**src/rtl/sc_pkg.sv**
```systemverilog
package sc_pkg;
  localparam int NUM_CODES = 3;
  typedef enum int {
    CODE_POS = 0,
    CODE_NEG = 1,
    CODE_NUL = 2
  } code_sel_e;
endpackage

```
**src/rtl/sc_bit_index.sv**
```systemverilog
module sc_bit_index #(
  parameter int CODE_LEN = 16,
  localparam int IDX_W = $clog2(CODE_LEN + 1)
) (
  input  logic             clk,
  input  logic             rst,
  input  logic             clr,
  input  logic             adv,
  output logic [IDX_W-1:0] idx,
  output logic             in_range
);
  assign in_range = (idx < IDX_W'(CODE_LEN));

  always_ff @(posedge clk) begin
    if (rst || clr) begin
      idx <= '0;
    end else if (adv && in_range) begin
      idx <= idx + 1'b1;
    end
  end
endmodule

```
**src/rtl/sc_err_counter.sv**
```systemverilog
module sc_err_counter #(
  parameter int LIMIT = 8,
  localparam int CNT_W = $clog2(LIMIT + 1)
) (
  input  logic             clk,
  input  logic             rst,
  input  logic             clr,
  input  logic             miss,
  output logic [CNT_W-1:0] cnt
);
  always_ff @(posedge clk) begin
    if (rst || clr) begin
      cnt <= '0;
    end else if (miss && (cnt != CNT_W'(LIMIT))) begin
      cnt <= cnt + 1'b1;
    end
  end
endmodule

```
**src/rtl/sc_decide.sv**
```systemverilog
module sc_decide (
  input  logic       clk,
  input  logic       rst,
  input  logic       strobe,
  input  logic [2:0] pass,
  output logic       stuff_pos,
  output logic       stuff_neg,
  output logic       vote_up,
  output logic       vote_dn
);
  import sc_pkg::*;

  logic pos_ok, neg_ok, any_ok;
  assign pos_ok = pass[CODE_POS];
  assign neg_ok = pass[CODE_NEG];
  assign any_ok = |pass;

  always_ff @(posedge clk) begin
    if (rst) begin
      stuff_pos <= 1'b0;
      stuff_neg <= 1'b0;
      vote_up   <= 1'b0;
      vote_dn   <= 1'b0;
    end else begin
      vote_up <= strobe && any_ok;
      vote_dn <= strobe && !any_ok;
      if (strobe) begin
        stuff_pos <= pos_ok && !neg_ok;
        stuff_neg <= neg_ok && !pos_ok;
      end
    end
  end
endmodule

```
**src/rtl/stuff_cmd_decoder.sv**
```systemverilog
module stuff_cmd_decoder #(
  parameter int                  CODE_LEN   = 16,
  parameter int                  FAIL_LIMIT = 8,
  parameter logic [CODE_LEN-1:0] POS_CODE   = 16'hFFFF,
  parameter logic [CODE_LEN-1:0] NEG_CODE   = 16'h00FF,
  parameter logic [CODE_LEN-1:0] NUL_CODE   = 16'h0000
) (
  input  logic clk,
  input  logic rst,
  input  logic bit_stb,
  input  logic rx_bit,
  input  logic msg_start,
  input  logic w28_stb,
  output logic stuff_pos,
  output logic stuff_neg,
  output logic vote_up,
  output logic vote_dn
);
  import sc_pkg::*;

  localparam int IDX_W = $clog2(CODE_LEN + 1);
  localparam int SEL_W = $clog2(CODE_LEN);
  localparam int CNT_W = $clog2(FAIL_LIMIT + 1);

  logic [IDX_W-1:0]    bit_idx;
  logic                idx_ok;
  logic                take_bit;
  logic [CODE_LEN-1:0] code_tab [NUM_CODES];
  logic [NUM_CODES-1:0][CNT_W-1:0] err_cnt;
  logic [NUM_CODES-1:0] pass;

  assign code_tab[CODE_POS] = POS_CODE;
  assign code_tab[CODE_NEG] = NEG_CODE;
  assign code_tab[CODE_NUL] = NUL_CODE;

  // A start strobe wins over a same-cycle bit.
  assign take_bit = bit_stb && !msg_start && idx_ok;

  sc_bit_index #(.CODE_LEN(CODE_LEN)) u_index (
    .clk      (clk),
    .rst      (rst),
    .clr      (msg_start),
    .adv      (take_bit),
    .idx      (bit_idx),
    .in_range (idx_ok)
  );

  for (genvar g = 0; g < NUM_CODES; g++) begin : g_code
    logic miss;
    assign miss = take_bit && (rx_bit != code_tab[g][bit_idx[SEL_W-1:0]]);

    sc_err_counter #(.LIMIT(FAIL_LIMIT)) u_cnt (
      .clk  (clk),
      .rst  (rst),
      .clr  (msg_start),
      .miss (miss),
      .cnt  (err_cnt[g])
    );

    assign pass[g] = (err_cnt[g] < CNT_W'(FAIL_LIMIT));
  end

  sc_decide u_decide (
    .clk       (clk),
    .rst       (rst),
    .strobe    (w28_stb),
    .pass      (pass),
    .stuff_pos (stuff_pos),
    .stuff_neg (stuff_neg),
    .vote_up   (vote_up),
    .vote_dn   (vote_dn)
  );
endmodule

```
**config.mk**
```make
export PLATFORM = sky130hd
export DESIGN_NAME = stuff_cmd_decoder
export DESIGN_NICKNAME = d
export VERILOG_FILES = /design/src/rtl/sc_pkg.sv /design/src/rtl/sc_bit_index.sv /design/src/rtl/sc_err_counter.sv /design/src/rtl/sc_decide.sv /design/src/rtl/stuff_cmd_decoder.sv
export SDC_FILE = /design/constraint.sdc
export NUM_CORES = 1
export LEC_CHECK = 0
export ABC_AREA = 1
export BUFFER_PORTS_ARGS = -buffer_cell sky130_fd_sc_hd__buf_2
export CAP_MARGIN = 20
export CORE_MARGIN = 2
export CORE_UTILIZATION = 55
export CTS_CLUSTER_DIAMETER = 50
export DETAILED_ROUTE_END_ITERATION = 7
export PLACE_DENSITY = 0.7
export SETUP_SLACK_MARGIN = 0.15
export SYNTH_ARGS = -nofsm -noshare
export SYNTH_HDL_FRONTEND = slang
export SYNTH_HIERARCHICAL = 1
export SYNTH_SLANG_ARGS = --single-unit
```
**constraint.sdc**
```tcl
create_clock -name clk -period 1.7 [get_ports clk]
set_clock_uncertainty 0.05 [all_clocks]
set_input_delay 0 -clock clk [delete_from_list [all_inputs] [get_ports clk]]
set_output_delay 0 -clock clk [all_outputs]
set_load 0.005 [all_outputs]
```
# After elaboration in Yosys (flattened, before gate mapping)
# Memory sizes are Yosys's and may differ from the RTL's. A register that Yosys moved wholly into a read port is not among the register bits.
# Cells that the tools add are included.
[word_totals] reg_bits=21 mem_bits_ro=48 inputBits=6 out_inout_bits=4 wordCells=54 n_memories=3
[memory_table] memory="(name not given)" depth=16 word_bits=1 read_ports=1 rd_ports_with_merged_regs=1 wr=0 line="stuff_cmd_decoder.sv:50" source="assign miss = take_bit && (rx_bit != code_tab[g][bit_idx[SEL_W-1:0]]);"
[memory_table] memory="(name not given)" depth=16 word_bits=1 read_ports=1 rd_ports_with_merged_regs=1 wr=0 line="stuff_cmd_decoder.sv:50"
[memory_table] memory="(name not given)" depth=16 word_bits=1 read_ports=1 rd_ports_with_merged_regs=1 wr=0 line="stuff_cmd_decoder.sv:50"
[op_classes] addsub=4 n_lt_le_gt_ge=5 eq_ne=6 muxes=9 n_reduce_logical=19
[ops] operator="$mux W4" count=6
[ops] operator="$logic_and A1 B1 Y1" count=13
[ops] operator="$add A4 B1 Y4 const B" count=3
[ops] operator="$lt A4 B4 Y1 const B" count=3
[ops] operator="$ne A4 B4 Y1 const B" count=3
[ops] operator="$add A5 B1 Y5 const B" count=1
[ops] operator="$lt A4 B5 Y1 const B" count=1
[ops] operator="$lt A5 B5 Y1 const B" count=1
[ops] operator="$logic_not A1 Y1" count=4
[ops] operator="$mux W1" count=3
[ops] operator="$ne A1 B1 Y1" count=3
[ops] operator="$reduce_or A3 Y1" count=1
[ops] operator="$logic_or A1 B1 Y1" count=1

# Logic depth before layout (Yosys ltp)
# Gate-level depths: netlist of run 1.
[logic_depth] depth_word=6 depth_mapped=8 depth_no_buf=8

# Hierarchy
# Netlist of run 1, hierarchy kept.
[modules_own_cells] mod="sc_err_counter" n_inst=3 cells_each=36 area_each_um2=241.5 seq_area_each_um2=80.1
[modules_own_cells] mod="sc_bit_index" n_inst=1 cells_each=31 area_each_um2=220.2 seq_area_each_um2=100.1
[modules_own_cells] mod="sc_decide" n_inst=1 cells_each=20 area_each_um2=150.1 seq_area_each_um2=80.1
[modules_own_cells] mod="stuff_cmd_decoder" n_inst=1 cells_each=14 area_each_um2=63.8 seq_area_each_um2=0.0

# Least setup slack after synthesis of run 1
# Ideal clock, no wire load.
[synth_timing] path_kind="register to register" from="reg u_index.idx[4]" to="reg g_code[0].u_cnt.cnt[0]" setup_ns=0.116 t_arrival_ns=0.963 t_required_ns=1.534 setup_slack_ns=0.571 path_stages_with_launch=7 n_path_buf=0 period_less_slack_ns=1.129 path_cell_list="dfxtp_1 inv_2 nand3_2 nor2_1 nand2_2 o21ai_0 nor2_1"
[synth_via] elab_chain_len=4
[synth_rtl] item="start: declaration" line="sc_bit_index.sv:9" source="output logic [IDX_W-1:0] idx,"
[synth_rtl] item="start signal: assignment" line="sc_bit_index.sv:18" source="idx <= idx + 1'b1;"
[synth_rtl] item="$lt A5 B5 Y1" line="sc_bit_index.sv:12" source="assign in_range = (idx < IDX_W'(CODE_LEN));"
[synth_rtl] item="named net idx_ok" line="stuff_cmd_decoder.sv:26" source="logic idx_ok;"
[synth_rtl] item="$logic_and A1 B1 Y1" line="stuff_cmd_decoder.sv:37" source="assign take_bit = bit_stb && !msg_start && idx_ok;"
[synth_rtl] item="$logic_and A1 B1 Y1" line="stuff_cmd_decoder.sv:50"
[synth_rtl] item="named net g_code[0].miss" line="stuff_cmd_decoder.sv:49" source="logic miss;"
[synth_rtl] item="$logic_and A1 B1 Y1" line="sc_err_counter.sv:14" source="end else if (miss && (cnt != CNT_W'(LIMIT))) begin"
[synth_rtl] item="end signal: assignment" line="sc_err_counter.sv:15" source="cnt <= cnt + 1'b1;"
[synth_rtl] item="end: declaration" line="sc_err_counter.sv:9" source="output logic [CNT_W-1:0] cnt"
# The timed path passes the listed nets, and every way through them passes these cells.
# A chain may end at the register's enable or synchronous reset.

# Worst setup path after layout of run 1
[layout_timing] from="in msg_start" to="reg g_code[2].u_cnt.cnt[1]"
[layout_via] elab_chain_len=5 word_cells_on_any_way=6 classes_between="reduce/logical: 6"
[layout_rtl] item="start: declaration" line="stuff_cmd_decoder.sv:12" source="input logic msg_start,"
[layout_rtl] item="$logic_not A1 Y1" line="stuff_cmd_decoder.sv:37"
[layout_rtl] item="$logic_and A1 B1 Y1 (2 in a row)" line="stuff_cmd_decoder.sv:37"
[layout_rtl] item="$logic_and A1 B1 Y1" line="stuff_cmd_decoder.sv:50"
[layout_rtl] item="named net g_code[2].miss" line="stuff_cmd_decoder.sv:49"
[layout_rtl] item="$logic_and A1 B1 Y1" line="sc_err_counter.sv:14"
[layout_rtl] item="end signal: assignment" line="sc_err_counter.sv:15"
[layout_rtl] item="end: declaration" line="sc_err_counter.sv:9"
# The timed path passes the listed nets, and every way through them passes these cells.

==> flow_summary_export.csv, run 1 <==
group,metric,value,unit
timing,final_max_slew_viol_count,0,
timing,period_share,0.777,
global_routing,antenna_found_initial,0,
yosys,yosysSeqAreaShare,0.363,
global_routing,grt_pass1_wl,3770,um
worst_setup_path,end_kind,"flop",
yosys,synth_cells,173,
placed_design,place_area,0.00124,mm2
drt,drt_first_iter_violations,10,
global_routing,grt_max_degree,13,
placed_design,dpl.hpwl,1520,um
worst_setup_path,r2r-start,"u_index/idx[4]",
global_routing,grtUsageTotal,0.194,
timing,setup-tns-final,0,ps
timing,grt_setup_unrepaired,"no",
job,cap_violations,0,
placed_design,finalWeightedCongestion,0.871,
finish,diodes,0,
timing,setup_viol,0,
drt,ant_nets,0,
finish,fin_util,0.653,
cts,worstSkewPairLatency,300,ps
global_routing,grt_pass1_vias,951,
timing,fmax,0.757,GHz
finish,n_fill_cell,188,
worst_setup_path,required,1850,ps
hold_path,hold_path.class,"in -> reg",
global_routing,overflow,0,
worst_setup_path,path_class,"in -> reg",
finish,area_delta_synth_final,11.8,%
worst_setup_path,worst_r2r_path_depth,6,
drt,vias_per_cell,4.81,
yosys,ys_ff_latch,21,
worst_setup_path,crit_path_start_kind,"primary input",
drt,vias,1039,
timing,fin_crit,1320,ps
pwr,power.density,630,mW/mm2
timing,relSlewSlack,0.815,
drt,dr.pass1.iters,4,
cts,clk_pin_slew_worst_paths,120,ps
outcome,status,"complete, no violations",
hold_path,hold_start,"rx_bit",
floorplanning,fp.coreArea,0.00198,mm2
floorplanning,die_w,49.9,um
worst_setup_path,r2r_end,"g_code[2].u_cnt/cnt[1]",
yosys,synth.distinct_cells,17,
worst_setup_path,cp.arrival,1470,ps
hold_path,hold_path_end,"g_code[0].u_cnt/cnt[2]",
floorplanning,die_area,0.00249,mm2
floorplanning,io_pins,10,
finish,design_area,0.00129,mm2
pwr,leakagePower,0.555,nW
finish,nNetsFinal,203,
cts,cts_buffer_depth,2,
placed_design,numPortBuffers,9,
pwr,finalPower,0.000816,W
drt,drt_wl_total,1980,um
cts,cts_buffers,3,
floorplanning,fp-row-count,16,
worst_setup_path,ff2ff_setup_slack,390,ps
worst_setup_path,path_max_fanout,5,
hold_path,holdPathStages,4,
timing,hold_violations,0,
cts,cts_sinks,21,
drt,wl_per_cell,9.16,um
yosys,syn_avg_cell_area,6.70,um2
cts,cts_setup_buffers,0,
timing,whs,25.8,ps
cts,cts_tree,"yes",
cts,htreeDepth,1,
pwr,ir_drop,357,uV
floorplanning,start_util,0.585,
yosys,syn_area,0.00116,mm2
cts,clockRootBuffer,"clkbuf_4",
floorplanning,fp.dieH,49.9,um
finish,layout-drive-gt1-share,0.169,
yosys,yosys_warnings,6,
yosys,syn-num-nets,186,
timing,max_slew.worst_pin.slew,276,ps
drt,drc,0,
## final cells by class
class                   count  area (um2)  area share
multi-input cells         117         607       0.469
flip-flops and latches     21         420       0.325
inverters                  35         131       0.101
repair buffers             12        75.1      0.0580
well taps                  27        33.8      0.0261
clock buffers               3        22.5      0.0174
clock inverters             1        5.00     0.00386
## report_power, final
group	leakage, nW	switching (W)	total (W)	internal (W)
clock network	0.0177	0.000149	0.000236	0.0000876
logic	0.367	0.0000456	0.0000758	0.0000302
registers	0.170	0.00000483	0.000504	0.000499
## critical path: stages
cell and delay [ps]:
dlygate4sd3_1 540, buf_2 160, inv_1 70, nand3_2 100, nor2_1 250, nand2_2 120, o21ai_0 170, nor2_1 60
## synthesized netlist by cell type (all sizes together)
cell | count | area share
nand2 | 40 | 0.14
nor2 | 35 | 0.12
inv | 32 | 0.10
dfxtp | 21 | 0.36
nand3 | 14 | 0.078
o21ai | 10 | 0.043
ha | 7 | 0.076
a21oi | 4 | 0.017
a21boi | 3 | 0.029
clkinv | 3 | 0.0097
nand4 | 3 | 0.016
nor3 | 1 | 0.0043
## placed cells by master (no fill, tap or decap), drive strengths merged
master / instances
buf: 9
a21boi: 3
dlygate4sd3: 3
ha: 7
dfxtp: 21
inv: 32
nand4: 3
a21oi: 4
nor3: 1
clkinv: 4
nand3: 14
clkbuf: 3
o21ai: 10
nand2: 40
nor2: 35
## registers in the layout, indices dropped and copies added, names as in the netlist
register            count
g_code.u_cnt/cnt       12
u_index/idx             5
u_decide/stuff_neg      1
u_decide/stuff_pos      1
u_decide/vote_dn        1
u_decide/vote_up        1
## per-stage QoR
stage | worst slack [ps] | instances
6_report | 378 | 216
3_5_place_dp | 418 | 209
4_1_cts | 392 | 216
5_1_grt | 212 | 216
3_3_place_gp | 469 | 209
2_1_floorplan | 571 | 173
## worst max-delay path by stage
stage                        start                endpoint  slack (ps)  cells after the start
floorplan           u_index/idx[4]  g_code[0].u_cnt/cnt[0]         570                      6
global placement    u_index/idx[4]  g_code[2].u_cnt/cnt[0]         470                      6
detailed placement  u_index/idx[4]  g_code[2].u_cnt/cnt[1]         420                      6
CTS                 u_index/idx[4]  g_code[2].u_cnt/cnt[1]         390                      6
global route        u_index/idx[4]  g_code[2].u_cnt/cnt[1]         210                      6
finish                   msg_start  g_code[2].u_cnt/cnt[1]         380                      8
## logic make-up after synthesis
kind of cell             share of synthesized area
adder cells (fa/ha/maj)                     0.0756
flip-flops                                   0.363
AO/OA/AOI/OAI                               0.0896
AND/OR/NAND/NOR                              0.359
buffers and inverters                        0.113
## what timing repair did
item	4_1_cts	5_1_grt
hold endpoints to repair	5	0
hold buffers	3	0
gates resized for setup	0	0
## metal layers
metal,wire length (um),GRT usage,up-vias
li1,-,-,559
met1,982,0.247,464
met2,924,0.327,14
met3,59,0.0364,2
met4,12,0.0694,0
met5,0,0,-
Power figures use the tool's default switching activity.
==> run 2: changes to the inputs <==
--- a/config.mk
+++ b/config.mk
@@ -9,10 +9,10 @@
 export BUFFER_PORTS_ARGS = -buffer_cell sky130_fd_sc_hd__buf_2
 export CAP_MARGIN = 20
 export CORE_MARGIN = 2
-export CORE_UTILIZATION = 55
+export CORE_UTILIZATION = 51
 export CTS_CLUSTER_DIAMETER = 50
 export DETAILED_ROUTE_END_ITERATION = 7
-export PLACE_DENSITY = 0.7
+export PLACE_DENSITY = 0.69
 export SETUP_SLACK_MARGIN = 0.15
 export SYNTH_ARGS = -nofsm -noshare
 export SYNTH_HDL_FRONTEND = slang
==> constraint.sdc (replaced) <==
create_clock -name clk -period 1.1 [get_ports clk]
set_clock_uncertainty 0.05 [all_clocks]
set_input_delay 0 -clock clk [delete_from_list [all_inputs] [get_ports clk]]
set_output_delay 0 -clock clk [all_outputs]
set_load 0.005 [all_outputs]
==> run 2 against run 1 <==
The run now ends with hold timing, setup timing left; critical path type is now reg -> reg; clock-buffer cell count up 1; sequential share of layout area down 4.0 points; combinational power up 120%; hold slack worse by 39 ps; clock power up 55%; critical endpoint is now u_index/idx[0]; via count up 7.3%; global-route usage up 0.53 points; first-iteration DRC count up 40%; flip-flop and latch count unchanged; design area up 18%; register-to-register slack worse by 480 ps; setup slack worse by 470 ps.
==> flow_summary_export.csv, run 2 (same netlist as run 1, synthesis figures left out) <==
group,metric,value,unit
placed_design,finalWeightedCongestion,0.784,
floorplanning,die_w,51.7,um
finish,n_fill_cell,196,
timing,fmax,0.842,GHz
finish,final_cell_mix,"34 x nand2_1, 27 x nor2_1, 21 x inv_1",
finish,fin_util,0.702,
floorplanning,fp-row-count,17,
worst_setup_path,path_class,"reg -> reg",
job,cap_violations,0,
worst_setup_path,cpMostUsedCell,"inv_4",
floorplanning,die_area,0.00267,mm2
worst_setup_path,required,1270,ps
floorplanning,fp.coreArea,0.00217,mm2
drt,ant_nets,0,
drt,vias_per_cell,5.00,
floorplanning,start_util,0.534,
timing,setup_slack,-88.1,ps
worst_setup_path,end_kind,"flop",
global_routing,grt_max_degree,12,
drt,dr.pass1.iters,4,
global_routing,grt_pass1_vias,1006,
finish,top_register,"g_code.u_cnt/cnt",
pwr,power.density,861,mW/mm2
timing,grt_setup_unrepaired,"yes",
cts,clockRootBuffer,"clkbuf_4",
worst_setup_path,crit_start,"u_index/idx[4]",
floorplanning,fp.dieH,51.7,um
floorplanning,io_pins,10,
cts,cts_tree,"yes",
timing,relSlewSlack,0.783,
timing,setup_viol,16,
timing,max_slew.worst_pin.slew,325,ps
drt,vias,1115,
drt,drt_first_iter_violations,14,
finish,diodes,0,
hold_path,hold_path.class,"in -> reg",
placed_design,dpl.hpwl,1760,um
pwr,leakagePower,0.615,nW
cts,cts_buffer_depth,2,
worst_setup_path,path_cells,"inv_2 -> nand3_4 -> inv_4 -> inv_4 -> nor2_4 -> o21ai_1 -> a21oi_1",
finish,largest_reg_flops,12,
cts,cts_sinks,21,
timing,setup-tns-final,-828,ps
timing,fin_crit,1190,ps
global_routing,grtUsageTotal,0.200,
cts,htreeDepth,1,
global_routing,antenna_found_initial,0,
drt,drc,0,
drt,wl_per_cell,10.7,um
timing,final_max_slew_viol_count,0,
timing,period_share,1.08,
placed_design,numPortBuffers,9,
finish,layout-drive-gt1-share,0.400,
hold_path,hold_start,"rx_bit",
worst_setup_path,cpMaxStageDelayCell,"dfxtp_2",
finish,top_regs,"g_code.u_cnt/cnt x12, u_index/idx x5",
timing,hold_violations,1,
worst_setup_path,slowest_delay,350,ps
pwr,ir_drop,694,uV
finish,nNetsFinal,209,
drt,drt_wl_total,2380,um
outcome,failed_checks,"hold timing, setup timing",
finish,area_delta_synth_final,31.4,%
cts,clk_pin_slew_worst_paths,120,ps
global_routing,grt_pass1_wl,3970,um
worst_setup_path,crit_path_start_kind,"flop",
worst_setup_path,r2r-start,"u_index/idx[4]",
global_routing,overflow,0,
cts,worstSkewPairLatency,300,ps
outcome,status,"complete, but fails checks",
timing,whs,-12.9,ps
worst_setup_path,path_max_fanout,5,
worst_setup_path,cp.arrival,1360,ps
finish,final_common_cell,"nand2_1",
cts,cts_buffers,3,
==> run 2: cell count changes in the layout (fill, tap and decap cells not counted), sizes merged <==
cell	before	now
dlygate4sd3	3	2
clkbuf	3	4
buf	9	16
clkinv	4	2
inv	32	33
==> run 2: final timing paths <==
check / to / slack (ps) / cells after the start
max: u_index/idx[0] / -90 / 7
min: g_code[0].u_cnt/cnt[2] / -10 / 4
max reg2reg: u_index/idx[0] / -90 / 7
min reg2reg: u_decide/stuff_pos / 450 / 2
==> run 2: per-layer routing <==
layer / track usage / vias to the layer above / routed length (um)
li1: - / 581 / -
met1: 0.222 / 516 / 1100
met2: 0.370 / 16 / 1200
met3: 0.0287 / 2 / 64
met4: 0.0921 / 0 / 17
met5: 0 / - / 0
==> run 2: critical path, delay by kind of cell, from the launching register on <==
family                 cells  cell delay (ps)
and+or+nand+nor            2              260
DFF                        1              350
buffers and inverters      3              210
AOI/OAI and AO/OA          2              230
==> run 2: power breakdown <==
| group | internal, W | switching (W) | total (W) |
|---|---|---|---|
| Combinational | 0.0000677 | 0.0000965 | 0.000164 |
| Sequential | 0.000772 | 0.00000908 | 0.000781 |
| Clock | 0.000141 | 0.000225 | 0.000366 |
| Total | 0.000981 | 0.000330 | 0.00131 |
==> run 2: final cells by class <==
cell class	count	area, um2	share of cell area
multi-input cells	117	768	0.505
flip-flops and latches	21	434	0.285
inverters	35	141	0.0929
repair buffers	18	118	0.0772
well taps	28	35.0	0.0230
clock buffers	4	26.3	0.0173
==> run 2: metrics by stage <==
step	hold WS, ps	setup WS, ps	instances	cell area [um2]	power, W
2_1_floorplan	96.4	27.0	173	1230	0.000887
3_3_place_gp	238	-15.1	215	1350	0.000923
3_5_place_dp	241	-83.0	215	1350	0.000928
4_1_cts	3.48	-30.3	222	1460	0.00132
5_1_grt	9.08	-163	223	1520	0.00138
6_report	-12.9	-88.1	223	1520	0.00131
==> run 2: what timing repair did <==
item,4_1_cts,5_1_grt
pin swaps,6,8
setup endpoints to repair,17,19
setup buffers,1,1
hold buffers,2,0
resized for setup,13,19
hold endpoints to repair,4,0
